[src/rtl/swd_host_pkg.sv]
package swd_host_pkg;

  localparam int STAT_W = 5;
  localparam logic [2:0] ACK_OK    = 3'b001;
  localparam logic [2:0] ACK_WAIT  = 3'b010;
  localparam logic [2:0] ACK_FAULT = 3'b100;

  typedef enum logic [3:0] {
    ST_IDLE, ST_REQ, ST_TRN_A, ST_ACK, ST_RDATA,
    ST_TRN_B, ST_WDATA, ST_POST, ST_FLUSH
  } swd_state_e;

  // Request byte, bit 0 leaves the host first.
  function automatic logic [7:0] build_req(input logic ap, input logic rnw,
                                           input logic [1:0] addr);
    logic par;
    par = ap ^ rnw ^ addr[0] ^ addr[1];
    return {1'b1, 1'b0, par, addr[1], addr[0], rnw, ap, 1'b1};
  endfunction

  // Status word: parity failures and acknowledge failures are kept apart.
  function automatic logic [STAT_W-1:0] mk_status(input logic parity_case,
                                                  input logic [2:0] code);
    return parity_case ? 5'b11000 : {2'b10, code};
  endfunction

endpackage

[src/rtl/swd_clk_gen.sv]
module swd_clk_gen (
  input  logic clk,
  input  logic rst_n,
  input  logic run,
  output logic ph,
  output logic tick_lo,
  output logic tick_hi
);
  always_ff @(posedge clk or negedge rst_n) begin
    if (!rst_n) ph <= 1'b0;
    else        ph <= run ? ~ph : 1'b0;
  end

  // tick_lo: last cycle of the low phase (sample point)
  // tick_hi: last cycle of the high phase (bit boundary)
  assign tick_lo = run & ~ph;
  assign tick_hi = run &  ph;
endmodule

[src/rtl/swd_rx_shift.sv]
module swd_rx_shift #(
  parameter int W = 3
) (
  input  logic         clk,
  input  logic         rst_n,
  input  logic         en,
  input  logic         din,
  output logic [W-1:0] q
);
  generate
    if (W == 1) begin : g_one
      always_ff @(posedge clk or negedge rst_n) begin
        if (!rst_n)  q <= '0;
        else if (en) q <= din;
      end
    end else begin : g_many
      always_ff @(posedge clk or negedge rst_n) begin
        if (!rst_n)  q <= '0;
        else if (en) q <= {din, q[W-1:1]};
      end
    end
  endgenerate
endmodule

[src/rtl/swd_host_engine.sv]
module swd_host_engine
  import swd_host_pkg::*;
#(
  parameter int DATA_W  = 32,
  parameter int IDLE_W  = 8,
  parameter int FLUSH_N = 8,
  parameter logic [DATA_W-1:0] ABORT_CLR = 'h1E
) (
  input  logic              clk,
  input  logic              rst_n,
  input  logic              req_valid,
  input  logic              req_ap,
  input  logic              req_rnw,
  input  logic [1:0]        req_addr,
  input  logic [DATA_W-1:0] req_wdata,
  input  logic [IDLE_W-1:0] ap_idle_cycles,
  input  logic              flush_req,
  output logic              busy,
  output logic              done,
  output logic [DATA_W-1:0] rdata,
  output logic [2:0]        ack_code,
  output logic [STAT_W-1:0] err_status,
  output logic              flush_done,
  output logic [STAT_W-1:0] flush_status,
  output logic              swclk,
  output logic              swdio_o,
  output logic              swdio_oe,
  input  logic              swdio_i
);
  localparam int DCNT_W = $clog2(DATA_W + 1);
  localparam int FCNT_W = $clog2(FLUSH_N + 1);
  localparam int M1_W   = (DCNT_W > FCNT_W) ? DCNT_W : FCNT_W;
  localparam int CNT_W  = ((M1_W > IDLE_W) ? M1_W : IDLE_W) + 1;
  localparam logic [CNT_W-1:0] LAST_DATA  = CNT_W'(DATA_W);
  localparam logic [CNT_W-1:0] LAST_FLUSH = CNT_W'(FLUSH_N - 1);

  swd_state_e          state;
  logic [CNT_W-1:0]    bcnt;
  logic                cur_ap, cur_rnw, in_abort;
  logic [1:0]          cur_addr;
  logic [DATA_W-1:0]   cur_wdata;
  logic [IDLE_W-1:0]   idle_n;
  logic [DATA_W:0]     tx_sr;
  logic [STAT_W-1:0]   err_st;
  logic                ph, tick_lo, tick_hi;

  // Fields of the frame on the wire: the abort write replaces the request.
  wire              e_ap    = cur_ap  & ~in_abort;
  wire              e_rnw   = cur_rnw & ~in_abort;
  wire [1:0]        e_addr  = in_abort ? 2'b00 : cur_addr;
  wire [DATA_W-1:0] e_wdata = in_abort ? ABORT_CLR : cur_wdata;
  wire [7:0]        req_bits = build_req(e_ap, e_rnw, e_addr);

  // Named events
  wire run        = (state != ST_IDLE);
  wire in_idle    = (state == ST_IDLE);
  wire flush_go   = in_idle & flush_req;
  wire req_skip   = in_idle & req_valid & ~flush_req &  err_st[STAT_W-1];
  wire req_accept = in_idle & req_valid & ~flush_req & ~err_st[STAT_W-1];
  wire ack_en     = tick_lo & (state == ST_ACK);
  wire rd_en      = tick_lo & (state == ST_RDATA);

  logic [2:0]      ack_val;
  logic [DATA_W:0] rx_q;

  swd_clk_gen u_clk (.clk(clk), .rst_n(rst_n), .run(run),
                     .ph(ph), .tick_lo(tick_lo), .tick_hi(tick_hi));

  swd_rx_shift #(.W(3)) u_ack (.clk(clk), .rst_n(rst_n), .en(ack_en),
                               .din(swdio_i), .q(ack_val));

  swd_rx_shift #(.W(DATA_W + 1)) u_rdat (.clk(clk), .rst_n(rst_n), .en(rd_en),
                                         .din(swdio_i), .q(rx_q));

  wire [DATA_W-1:0] rd_word  = rx_q[DATA_W-1:0];
  wire              par_bad  = rx_q[DATA_W] != (^rd_word);
  wire              ack_ok   = (ack_val == ACK_OK);
  wire              ack_wait = (ack_val == ACK_WAIT);
  wire              wr_go    = ~e_rnw & ack_ok;
  wire              resolve  = tick_hi & (((state == ST_TRN_B) & ~wr_go) |
                                          ((state == ST_WDATA) & (bcnt == LAST_DATA)));
  wire              retry_c  = ack_wait | (ack_ok & in_abort);
  wire              fail_c   = ~retry_c & (~ack_ok | (e_rnw & par_bad));
  wire              retry_evt = resolve & retry_c;
  wire              fail_evt  = resolve & fail_c;
  wire              xfer_begin = req_accept | retry_evt;
  wire              post_go  = cur_ap & (idle_n != '0);
  wire [CNT_W-1:0]  idle_last = CNT_W'(idle_n) - CNT_W'(1);

  always_comb begin
    swdio_oe = 1'b0;
    swdio_o  = 1'b0;
    case (state)
      ST_IDLE:  swdio_oe = 1'b1;
      ST_REQ:   begin swdio_oe = 1'b1; swdio_o = req_bits[bcnt[2:0]]; end
      ST_WDATA: begin swdio_oe = 1'b1; swdio_o = tx_sr[0]; end
      default:  ;
    endcase
  end

  always_ff @(posedge clk or negedge rst_n) begin
    if (!rst_n) begin
      state <= ST_IDLE;  bcnt <= '0;
      cur_ap <= 1'b0; cur_rnw <= 1'b0; cur_addr <= '0; cur_wdata <= '0;
      in_abort <= 1'b0; idle_n <= '0; tx_sr <= '0; err_st <= '0;
      done <= 1'b0; flush_done <= 1'b0; flush_status <= '0;
      rdata <= '0; ack_code <= '0;
    end else begin
      done       <= 1'b0;
      flush_done <= 1'b0;
      case (state)
        ST_IDLE: begin
          if (flush_go) begin
            state <= ST_FLUSH; bcnt <= '0;
          end else if (req_skip) begin
            done <= 1'b1;
          end else if (req_accept) begin
            cur_ap <= req_ap; cur_rnw <= req_rnw; cur_addr <= req_addr;
            cur_wdata <= req_wdata; idle_n <= ap_idle_cycles;
            in_abort <= 1'b0; state <= ST_REQ; bcnt <= '0;
          end
        end
        ST_REQ: if (tick_hi) begin
          if (bcnt == CNT_W'(7)) begin state <= ST_TRN_A; bcnt <= '0; end
          else bcnt <= bcnt + 1'b1;
        end
        ST_TRN_A: if (tick_hi) state <= ST_ACK;
        ST_ACK: if (tick_hi) begin
          if (bcnt == CNT_W'(2)) begin
            state <= (e_rnw & ack_ok) ? ST_RDATA : ST_TRN_B;
            bcnt  <= '0;
          end else bcnt <= bcnt + 1'b1;
        end
        ST_RDATA: if (tick_hi) begin
          if (bcnt == LAST_DATA) begin state <= ST_TRN_B; bcnt <= '0; end
          else bcnt <= bcnt + 1'b1;
        end
        ST_TRN_B: if (tick_hi & wr_go) begin
          state <= ST_WDATA; bcnt <= '0;
          tx_sr <= {^e_wdata, e_wdata};
        end
        ST_WDATA: if (tick_hi) begin
          tx_sr <= tx_sr >> 1;
          bcnt  <= bcnt + 1'b1;
        end
        ST_POST: if (tick_hi) begin
          if (bcnt == idle_last) begin state <= ST_IDLE; done <= 1'b1; end
          else bcnt <= bcnt + 1'b1;
        end
        ST_FLUSH: if (tick_hi) begin
          if (bcnt == LAST_FLUSH) begin
            state <= ST_IDLE; flush_done <= 1'b1;
            flush_status <= err_st; err_st <= '0;
          end else bcnt <= bcnt + 1'b1;
        end
        default: state <= ST_IDLE;
      endcase

      // End of a frame: retry, fail or complete (overrides the case above).
      if (resolve) begin
        bcnt <= '0;
        if (retry_c) begin
          state    <= ST_REQ;
          in_abort <= ack_wait;
        end else if (fail_c) begin
          err_st   <= mk_status(ack_ok, ack_val);
          ack_code <= ack_val;
          state    <= ST_IDLE;
          done     <= 1'b1;
        end else begin
          ack_code <= ack_val;
          if (e_rnw) rdata <= rd_word;
          if (post_go) state <= ST_POST;
          else begin state <= ST_IDLE; done <= 1'b1; end
        end
      end
    end
  end

  assign busy       = run;
  assign swclk      = ph;
  assign err_status = err_st;

endmodule

[config.mk]
export PLATFORM = sky130hd
export DESIGN_NAME = swd_host_engine
export DESIGN_NICKNAME = d
export VERILOG_FILES = /design/src/rtl/swd_host_pkg.sv /design/src/rtl/swd_clk_gen.sv /design/src/rtl/swd_rx_shift.sv /design/src/rtl/swd_host_engine.sv
export SDC_FILE = /design/constraint.sdc
export NUM_CORES = 1
export LEC_CHECK = 0
export BUFFER_PORTS_ARGS = -buffer_cell sky130_fd_sc_hd__clkbuf_2
export CAP_MARGIN = 20
export CORE_UTILIZATION = 53
export CTS_CLUSTER_SIZE = 24
export DETAILED_ROUTE_END_ITERATION = 10
export MAX_ROUTING_LAYER = met4
export PLACE_DENSITY = 0.76
export SLEW_MARGIN = 20
export SYNTH_ARGS = -nofsm -noshare
export SYNTH_HDL_FRONTEND = slang
export SYNTH_HIERARCHICAL = 1
export SYNTH_SLANG_ARGS = --single-unit
[constraint.sdc]
create_clock -name clk -period 2.67 [get_ports clk]
set_input_delay 0.4005 -clock clk [delete_from_list [all_inputs] [get_ports clk]]
set_output_delay 0.4005 -clock clk [all_outputs]
set_load 0.02 [all_outputs]
==> PnR_summary.wiki <==
{| class="wikitable"
! Metric !! Value
|-
| Run status || finished, final reports clean
|-
| Crit path capture type || flop
|-
| Sum of routed wire length over all layers || 17.55 mm
|-
| Post-synthesis instance total || 754
|-
| Top cell type's share of synthesized area || 50.37%
|-
| Total power per unit cell area || 1048 mW/mm2
|-
| Least-Margin Pin Slew || 0.6334 ns
|-
| First-pass GRT wire length || 29.03 mm
|-
| Maximum achievable frequency || 0.3795 GHz
|-
| Unrepaired setup endpoints after global routing || yes
|-
| Async S/R FF share, synth || 100.0%
|-
| Port Buffers || 99
|-
| Unique cell type count in the Yosys netlist || 66
|-
| Post-layout worst setup margin || 0.03524 ns
|-
| Standard-cell rows || 46
|-
| Die ar. || 0.01692 mm2
|-
| Post-route clock period utilization || 98.68%
|-
| Number of antenna violations at the first check in global routing || 0
|-
| Type of element launching the critical path || flop
|-
| Maximum clock path buffer count || 2
|-
| Placement-stage worst setup slack || -0.06311 ns
|-
| Final Total Pwr || 10.88 mW
|-
| Sequential area share after synthesis || 50.37%
|-
| DR DRC count || 0
|-
| Vertical die dimension || 130.1 um
|-
| Cell with the most instances after synthesis || dfrtp_1
|-
| Avg Vias per Cell || 5.497
|-
| Antenna violation net count after detailed routing || 0
|-
| Average routed wire per standard cell || 15.84 um
|-
| Die width || 130.1 um
|-
| Worst-path clk slew || 0.07 ns
|-
| TritonCTS clock tree || yes
|-
| Total standard cell area after synthesis || 0.008695 mm2
|-
| Number of nets in the layout || 933
|-
| Pleak || 4.842 nW
|-
| Post-synth top flop || dfrtp_1
|-
| Via count of the first global-routing pass || 5690
|-
| Worst path required time || 3.01 ns
|-
| Area after detailed placement || 0.009664 mm2
|-
| Clock sink total || 175
|-
| Share of layout cells above drive strength 1 || 33.18%
|-
| Layout Cell Area excl Fill || 0.01038 mm2
|-
| Area growth from synthesis to layout || 19.41%
|-
| Number of hold violations in the final report || 0
|-
| Worst setup skew after layout || 0.008659 ns
|-
| Max-slew violation total from the final report || 0
|-
| Total inserted antenna cells || 0
|-
| Worst Hold Class || in2reg
|-
| Count of final setup violators || 0
|-
| Max-cap violation count || 0
|-
| Syn avg cell area || 11.53 um2
|-
| Shortest clock period the worst path allows after layout || 2.635 ns
|-
| Area leader, netlist || dfrtp_1
|-
| Iteration count of the initial detailed-routing pass || 4
|-
| Core area || 0.01594 mm2
|-
| Number of H-tree levels || 4
|-
| Post-synthesis net count || 808
|-
| Crit path kind || reg2reg
|-
| Starting Density || 54.54%
|-
| Top cells by instance count after synthesis || dfrtp_1 (175), nand2_1 (63), mux2_2 (58), xnor2_1 (58), a21oi_1 (44)
|-
| Max_slew headroom || 57.77%
|-
| Cts bufs inserted || 17
|-
| Final weighted congestion of routability-driven global placement || 0.9357
|-
| Register bit count reported by yosys || 175
|-
| Top fanout value on the critical path || 8
|-
| Number of flops mapped to enable cells by yosys || 0
|-
| Total gr overflow || 0
|-
| Max rail drop VDD || 0.7343 mV
|-
| Worst hold-check slack || 0.1967 ns
|-
| Overall track demand over capacity in global routing || 22.75%
|-
| Latest clock arrival within the worst-skew pair || 0.43 ns
|-
| Post-DP HPWL || 11.84 mm
|-
| Drt first-iter violations || 316
|-
| Ports placed on the boundary || 100
|-
| Root buffer cell || clkbuf_16
|-
| Vias after detailed routing || 6091
|-
| Maximum number of pins on one net before global-route repair || 69
|-
| Number of warnings reported in the yosys synthesis log || 6
|-
| Data arrival time of the critical path || 2.97 ns
|-
| Ranking of synthesized cells by area || dfrtp_1 (50%), mux2_2 (7.5%), xnor2_1 (5.8%)
|}
==> final timing paths <==
kind | slack (ns) | startpoint | to | cells past startpoint
min in group asynchronous | 0.55 | rst_n | u_clk/ph | 2
worst max-delay path | 0.04 | idle_n[3] | bcnt[7] | 9
max in group asynchronous | 1.33 | rst_n | tx_sr[15] | 3
worst max register to register | 0.04 | idle_n[3] | bcnt[7] | 9
worst min-delay path | 0.20 | req_wdata[4] | cur_wdata[4] | 2
worst min register to register | 0.48 | tx_sr[28] | tx_sr[28] | 2
==> per-stage QoR <==
stage,utilization (%),TNS (ns),cells
after global placement,60.62,-0.03842,1071
after global routing,65.12,-0.1904,1108
after floorplan,-,0,754
after detailed placement,60.62,-0.1629,1071
final,65.12,0,1108
after CTS,64.39,0,1105
==> layout by cell type (no fill, tap or decap), types with 4 or more instances in the layout <==
master	Yosys	final
dfrtp_1	175	174
clkbuf_2	0	97
nand2_1	63	63
mux2_2	58	58
xnor2_1	58	56
buf_4	0	48
a21oi_1	44	44
o21ai_0	38	37
nor2_1	32	31
nor3b_1	30	30
mux2_1	30	30
mux2_4	30	30
clkbuf_16	0	17
inv_1	12	12
o21ai_1	13	12
nand2b_1	10	10
xor2_1	10	10
nor2b_1	9	9
and3_1	8	6
nor3_1	6	6
a22o_1	5	5
nand3_1	7	5
ha_1	5	5
buf_12	3	5
o211ai_1	4	4
o31ai_1	4	4
==> registers in the layout, summed over array words and instances (netlist names) <==
register / count
ack_code: 3
bcnt: 9
cur_addr: 2
cur_ap: 1
cur_rnw: 1
cur_wdata: 32
done: 1
err_status: 5
flush_done: 1
flush_status: 5
idle_n: 8
in_abort: 1
rdata: 32
state: 4
tx_sr: 33
u_ack/q: 3
u_clk/ph: 1
u_rdat/q: 33
==> routing by layer <==
layer  up-vias  wire, um  global-route usage [%]
li1       2910         -                       -
met1      3025      8473                   31.99
met2       137      8102                   33.17
met3        19       671                   3.854
met4         0       302                   8.208
met5         -         0                       -
==> cell families (layout without fill, tap and decap cells) <==
kind of cell / after synthesis / in the layout / synth area share [%]
flops: 175 / 175 / 50.37
compound gates: 141 / 141 / 10.13
fa+ha+maj: 5 / 5 / 0.7195
buf+inv: 59 / 197 / 3.339
xor+xnor: 71 / 71 / 7.627
simple gates: 184 / 184 / 11.12
mux: 119 / 119 / 16.69
==> layout make-up <==
class	instances	area (um2)
Timing Repair Buffer	153	972.2
Fill cell	1260	5560
Clock inverter	10	103.9
Clock buffer	22	474.2
Tap cell	216	270.3
Inverter	12	45.04
Multi-Input combinational cell	520	4136
Sequential cell	175	4380
==> report_power, final <==
| group | switching, mW | internal, mW | leakage [nW] |
|---|---|---|---|
| clock network | 1.04 | 1.37 | 0.275 |
| logic | 2.22 | 2.35 | 2.23 |
| registers | 0.611 | 3.29 | 2.34 |
| total | 3.87 | 7.01 | 4.84 |
==> critical path, stage by stage (launching register included) <==
cell and delay [ns]:
dfrtp_1 0.37, or4_4 0.53, or3_1 0.32, a21o_1 0.21, a31oi_4 0.16, nor2_2 0.07, a311o_1 0.27, or2_1 0.25
buf_12 0.16, o31ai_4 0.21
==> timing repair <==
| action | CTS | global route |
|---|---|---|
| setup buffers | 1 | 3 |
| hold buffers | 1 | 0 |
| gates cloned | 0 | 0 |
| hold endpoints to repair | 22 | 0 |
| setup endpoints to repair | 5 | 47 |
| pin swaps | 4 | 2 |
| resized for setup | 2 | 17 |
Note: power is estimated with default switching activity, not from simulation.
